[src/rtl/bb_burst_pkg.sv]
package bb_burst_pkg;

    typedef enum logic [1:0] {
        ST_SLEEP,
        ST_CHARGE,
        ST_XFER,
        ST_DISCH
    } seq_state_e;

    typedef enum logic [1:0] {
        MD_BOOST,
        MD_FOUR,
        MD_BUCK,
        MD_START
    } pair_mode_e;

    typedef struct packed {
        logic a;
        logic b;
        logic c;
        logic d;
    } sw_set_t;

    typedef struct packed {
        seq_state_e st;
        pair_mode_e md;
    } seq_t;

    // Mode latched at each charge start; startup overrides the code.
    function automatic pair_mode_e pick_mode(input logic [1:0] code, input logic above_su);
        pair_mode_e m;
        if (!above_su)           m = MD_START;
        else if (code == 2'b00)  m = MD_BOOST;
        else if (code == 2'b10)  m = MD_BUCK;
        else                     m = MD_FOUR;
        return m;
    endfunction

endpackage

[src/rtl/bb_tick_timer.sv]
module bb_tick_timer #(
    parameter int CW = 8
) (
    input  logic          clk,
    input  logic          rst_n,
    input  logic          load,
    input  logic [CW-1:0] load_val,
    output logic          expired
);
    logic [CW-1:0] cnt_d, cnt_q;

    always_comb begin
        cnt_d = cnt_q;
        if (load)              cnt_d = load_val;
        else if (cnt_q != '0)  cnt_d = cnt_q - 1'b1;
    end

    always_ff @(posedge clk or negedge rst_n) begin
        if (!rst_n) cnt_q <= '0;
        else        cnt_q <= cnt_d;
    end

    assign expired = (cnt_q == '0);
endmodule

[src/rtl/bb_leg_guard.sv]
// One half-bridge leg: on[1] is the high switch, on[0] the low switch.
module bb_leg_guard #(
    parameter int DEAD = 2
) (
    input  logic       clk,
    input  logic       rst_n,
    input  logic       kill,
    input  logic [1:0] req,
    output logic [1:0] on
);
    localparam int DW = (DEAD < 2) ? 1 : $clog2(DEAD + 1);

    typedef struct packed {
        logic [1:0]    on;
        logic [DW-1:0] cnt;
    } leg_t;

    leg_t st_d, st_q;
    logic [1:0] req_s;

    always_comb begin
        req_s = (req == 2'b11) ? 2'b00 : req;
        st_d  = st_q;
        if (kill) begin
            st_d.on  = 2'b00;
            st_d.cnt = DW'(DEAD - 1);
        end else if (req_s != st_q.on) begin
            if (st_q.on != 2'b00) begin
                st_d.on  = 2'b00;
                st_d.cnt = DW'(DEAD - 1);
            end else if (st_q.cnt != '0) begin
                st_d.cnt = st_q.cnt - 1'b1;
            end else begin
                st_d.on = req_s;
            end
        end
    end

    always_ff @(posedge clk or negedge rst_n) begin
        if (!rst_n) st_q <= '0;
        else        st_q <= st_d;
    end

    assign on = st_q.on;
endmodule

[src/rtl/bb_burst_seq.sv]
module bb_burst_seq
    import bb_burst_pkg::*;
#(
    parameter int CLK_MHZ  = 250,
    parameter int TOFF_NS  = 3000,
    parameter int TSU_NS   = 800,
    parameter int DEAD_CYC = 2
) (
    input  logic       clk,
    input  logic       rst_n,
    input  logic       vout_low,
    input  logic [1:0] mode_code,
    input  logic       vout_up,
    input  logic       pk_hit,
    input  logic       vly_hit,
    input  logic       zro_hit,
    input  logic       shdn,
    input  logic       hot,
    output logic       sw_a,
    output logic       sw_b,
    output logic       sw_c,
    output logic       sw_d
);
    localparam int TOFF_CYC = CLK_MHZ * TOFF_NS / 1000;
    localparam int TSU_CYC  = CLK_MHZ * TSU_NS / 1000;
    localparam int TMAX     = (TOFF_CYC > TSU_CYC) ? TOFF_CYC : TSU_CYC;
    localparam int CW       = $clog2(TMAX + 1);
    localparam int NLEG     = 2;

    seq_t          cur_d, cur_q;
    sw_set_t       req;
    logic          kill;
    logic          t_load;
    logic [CW-1:0] t_val;
    logic          t_exp;
    logic          dis_end;
    logic [1:0]    leg_req [NLEG];
    logic [1:0]    leg_on  [NLEG];

    assign kill = shdn | hot;

    always_comb begin
        cur_d   = cur_q;
        req     = '0;
        t_load  = 1'b0;
        t_val   = '0;
        dis_end = 1'b0;
        case (cur_q.st)
            ST_SLEEP: begin
                if (vout_low) begin
                    cur_d.st = ST_CHARGE;
                    cur_d.md = pick_mode(mode_code, vout_up);
                end
            end
            ST_CHARGE: begin
                if (cur_q.md == MD_BUCK) begin req.a = 1'b1; req.d = 1'b1; end
                else                     begin req.a = 1'b1; req.c = 1'b1; end
                if (pk_hit) begin
                    if (cur_q.md == MD_FOUR) begin
                        cur_d.st = ST_XFER;
                        t_load   = 1'b1;
                        t_val    = CW'(TOFF_CYC - 1);
                    end else begin
                        cur_d.st = ST_DISCH;
                        if (cur_q.md == MD_START) begin
                            t_load = 1'b1;
                            t_val  = CW'(TSU_CYC - 1);
                        end
                    end
                end
            end
            ST_XFER: begin
                req.a = 1'b1;
                req.d = 1'b1;
                if (t_exp) cur_d.st = ST_DISCH;
            end
            default: begin
                case (cur_q.md)
                    MD_BOOST: begin req.a = 1'b1; req.d = 1'b1; end
                    MD_START: begin req.b = 1'b1; end
                    default:  begin req.b = 1'b1; req.d = 1'b1; end
                endcase
                if (cur_q.md == MD_START) dis_end = t_exp;
                else if (vout_low)        dis_end = vly_hit;
                else                      dis_end = zro_hit;
                if (dis_end) begin
                    if (vout_low) begin
                        cur_d.st = ST_CHARGE;
                        cur_d.md = pick_mode(mode_code, vout_up);
                    end else begin
                        cur_d.st = ST_SLEEP;
                    end
                end
            end
        endcase
        if (kill) begin
            cur_d.st = ST_SLEEP;
            t_load   = 1'b0;
        end
    end

    always_ff @(posedge clk or negedge rst_n) begin
        if (!rst_n) cur_q <= '{st: ST_SLEEP, md: MD_START};
        else        cur_q <= cur_d;
    end

    bb_tick_timer #(.CW(CW)) u_timer (
        .clk      (clk),
        .rst_n    (rst_n),
        .load     (t_load),
        .load_val (t_val),
        .expired  (t_exp)
    );

    assign leg_req[0] = {req.a, req.b};
    assign leg_req[1] = {req.d, req.c};

    for (genvar g = 0; g < NLEG; g++) begin : g_leg
        bb_leg_guard #(.DEAD(DEAD_CYC)) u_guard (
            .clk   (clk),
            .rst_n (rst_n),
            .kill  (kill),
            .req   (leg_req[g]),
            .on    (leg_on[g])
        );
    end

    assign sw_a = leg_on[0][1] & ~kill;
    assign sw_b = leg_on[0][0] & ~kill;
    assign sw_d = leg_on[1][1] & ~kill;
    assign sw_c = leg_on[1][0] & ~kill;
endmodule

[config.mk]
export PLATFORM = sky130hd
export DESIGN_NAME = bb_burst_seq
export DESIGN_NICKNAME = d
export VERILOG_FILES = /design/src/rtl/bb_burst_pkg.sv /design/src/rtl/bb_tick_timer.sv /design/src/rtl/bb_leg_guard.sv /design/src/rtl/bb_burst_seq.sv
export SDC_FILE = /design/constraint.sdc
export NUM_CORES = 1
export LEC_CHECK = 0
export BUFFER_PORTS_ARGS = -buffer_cell sky130_fd_sc_hd__clkbuf_2
export CELL_PAD_IN_SITES_DETAIL_PLACEMENT = 0
export CELL_PAD_IN_SITES_GLOBAL_PLACEMENT = 1
export CORE_ASPECT_RATIO = 1.75
export CORE_MARGIN = 10
export CORE_UTILIZATION = 47
export DETAILED_ROUTE_END_ITERATION = 6
export PLACE_DENSITY = 0.93
export SYNTH_ARGS = -nofsm -noshare
export SYNTH_HDL_FRONTEND = slang
export SYNTH_SLANG_ARGS = --single-unit
[constraint.sdc]
create_clock -name clk -period 4.8 [get_ports clk]
set_input_delay 0.72 -clock clk [delete_from_list [all_inputs] [get_ports clk]]
set_output_delay 0.72 -clock clk [all_outputs]
set_load 0.01 [all_outputs]
==> Flow_metrics.wiki <==
{| class="wikitable"
! Metric !! Value
|-
| Number of buffers added to fix hold violations after cts || 0
|-
| Leak || 0.7012 nW
|-
| Maximum vdd ir drop || 0.1803 mV
|-
| Clock slew at reported path FFs || 0.08 ns
|-
| Unrepaired setup endpoints after global routing || false
|-
| Final nets || 191
|-
| Final antenna-violating net count || 0
|-
| Synth unique cells || 39
|-
| Average cell area after synthesis || 8.766 sq um
|-
| Worst slew pin tran || 0.9871 ns
|-
| Remaining DRCs || 0
|-
| Final RePlAce weighted congestion || 0.8925
|-
| Detailed-route wire length || 3118 um
|-
| Time the worst path needs with I/O delays and setup || 2.644 ns
|-
| Final design area excluding fillers || 1509 sq um
|-
| Post-CTS setup buffer count || 0
|-
| Class of the tightest hold or removal check || input port to asynchronous set/reset pin
|-
| Row cnt || 26
|-
| Main flop type after synthesis || dfrtp_1
|-
| Dpl hpwl || 2425 um
|-
| Clock network latency to the later pin of the worst-skew pair || 0.27 ns
|-
| Setup Total Neg Slack || 0 ns
|-
| Register bit total from synthesis || 22
|-
| Chip height || 91.82 um
|-
| Area added between synthesis and finish || 8.943%
|-
| Detail-routed via count per cell || 6.055
|-
| Share of async-settable or async-resettable flops after synthesis || 1.000
|-
| Commonest non-fill, non-tap cells in the layout || dfrtp_1, inv_1, nor2_1, clkbuf_2, nand2_1
|-
| Crit path launch type || input port
|-
| Maximum frequency from static timing analysis || 378.2 MHz
|-
| Routed len/inst || 15.67 um
|-
| Maximum number of pins on one net before global-route repair || 23
|-
| Library cell with the largest summed area after synthesis || dfrtp_1
|-
| Wire length of the first global-routing pass || 5402 um
|-
| CP Class || input port to output pin
|-
| Top cells by area in the synthesized netlist || dfrtp_1, ha_1, inv_1
|-
| Diodes inserted || 0
|-
| Share of Yosys cell area claimed by the top area cell type || 0.3613
|-
| Number of input and output port buffers inserted || 14
|-
| Synth warnings || 0
|-
| Num ports || 15
|-
| Number of detailed-routing iterations run before antenna repair || 4
|-
| Portion of the clock cycle consumed by the worst path in the final layout || 0.5509
|-
| Share of cells above drive strength 1 || 0.1287
|-
| Final hold violations || 0
|-
| Gr ovfl total || 0
|-
| Clock sink count || 22
|-
| Final slew viol count || 0
|-
| Core area || 2863 sq um
|-
| Required time at the endpoint of the critical path || 4.08 ns
|-
| Cell Count Post-Placement || 195
|-
| Category of the worst setup path capture point || output pin
|-
| Initial Util || 0.4838
|-
| Max cap viols || 0
|-
| Starting DRC count in detailed routing || 44
|-
| CTS-repair resized insts || 0
|-
| Proportion of synthesized chip area in sequential cells || 0.3993
|-
| Full die area || 5604 sq um
|-
| Vias in the first global route || 1302
|-
| Antenna violations before repair || 0
|-
| Worst-case clock buffer depth || 2
|-
| Width of the die || 61.04 um
|-
| Instance area after placement || 1464 sq um
|-
| Synthesized instance count || 158
|-
| Outcome || completed
|-
| Most common library cell in the layout ignoring fill and taps || dfrtp_1
|-
| CTS H-tree depth || 1
|-
| Total number of vias || 1205
|-
| CP arrival || 1.92 ns
|-
| Worst-case clock skew || 0.004732 ns
|-
| Tot GR Track Use || 0.1189
|-
| Tightest slew margin relative to the limit || 0.3395
|-
| Power per cell area || 379.7 nW/um^2
|-
| Post-Syn Nets || 177
|-
| Number of buffers inserted during clock tree synthesis || 3
|-
| Worst-path maximum fanout || 18
|-
| Netlist Area Pre-Place || 1385 sq um
|-
| Count of placed standard cells in the final layout, fillers left out || 199
|-
| Master cell of the clock root buffer || clkbuf_8
|-
| Number of setup violations in the final report || 0
|-
| Post-synth EDFFs || 0
|-
| CTS tree || yes
|}
-- path summary, 6_finish.rpt --
| path | end | slack, ns | cells past startpoint | startpoint |
|---|---|---|---|---|
| setup / recovery | sw_a | 2.16 | 4 | hot |
| hold / removal | u_timer.cnt_q[3]$_DFFE_PN0P_ | 0.43 | 1 | rst_n |
| setup reg to reg | cur_q[2]$_DFFE_PN0P_ | 2.37 | 6 | u_timer.cnt_q[0]$_DFFE_PN0P_ |
| hold reg to reg | g_leg[0].u_guard.on[0]$_DFFE_PN0P_ | 0.50 | 1 | g_leg[0].u_guard.on[1]$_DFFE_PN0P_ |
| max in group asynchronous | cur_q[0]$_DFFE_PN1P_ | 3.99 | 1 | rst_n |
| min in group clk | g_leg[0].u_guard.on[0]$_DFFE_PN0P_ | 0.50 | 1 | g_leg[0].u_guard.on[1]$_DFFE_PN0P_ |
-- registers in the layout, indices dropped and copies added, names as in the netlist --
signal              cells
cur_q                   4
g_leg.u_guard.on        4
g_leg.u_guard.st_q      4
u_timer.cnt_q          10
-- through the flow --
stage	total power, W	hold slack, ns	util	setup WS [ns]
finish	0.0005730	0.4262	0.5271	2.156
global route	0.0006160	0.4515	0.5271	1.986
CTS	0.0005779	0.4439	0.5271	2.165
detailed placement	0.0004549	0.4858	0.5114	2.166
global placement	0.0004447	0.4619	0.5114	2.239
floorplan	0.0004059	0.4244	-	2.583
-- report_power, final --
part	switching, W	internal, W	total [W]	leakage (nW)
clock network	0.0000632	0.0000594	0.000123	0.0228
logic	0.0000936	0.0000765	0.000170	0.412
registers	0.0000482	0.000232	0.000280	0.267
-- cells in the mapped netlist (2+ instances only) --
master / count
inv_1: 15
nor2_1: 14
and3_1: 2
mux2i_1: 4
clkbuf_1: 4
xor2_1: 3
nand4_1: 2
o22ai_1: 4
nand2_1: 12
nor3_1: 8
dfstp_2: 2
and2_1: 6
o21ai_0: 10
nand3_1: 7
dfrtp_1: 20
xnor2_1: 2
mux2_2: 2
o211a_1: 2
a31oi_1: 2
a22oi_1: 2
or4_1: 3
or3_1: 2
ha_1: 8
a21oi_1: 7
-- critical path: stages --
cell,delay [ns]
clkbuf_2,0.08
nor2_1,0.75
and2_1,0.24
clkbuf_2,0.13
-- metal layers --
layer,wire [um],GRT usage
met3,128,0.02210
met5,0,0
met1,1148,0.1208
met4,81,0.05331
met2,1759,0.2162
-- cell families (layout without fill, tap and decap cells) --
family                     Yosys count  in the layout  synth area share
and+or+nand+nor                     63             63            0.2331
DFF                                 22             22            0.3993
AOI/OAI and AO/OA                   34             34            0.1590
buffers and inverters               20             33           0.05961
adders and majority gates            8              8           0.07227
xor gates and xnor gates             5              5           0.03162
muxes                                6              6           0.04517
-- area by class of cell --
cell class / count / area, sq um
clock buffers: 4 / 45.04
inverters: 15 / 56.30
repair buffers: 14 / 70.07
well taps: 28 / 35.03
flip-flops and latches: 22 / 553.0
multi-input cells: 116 / 749.5
fillers: 291 / 1354
No activity file was read; power rests on OpenSTA's default activity.
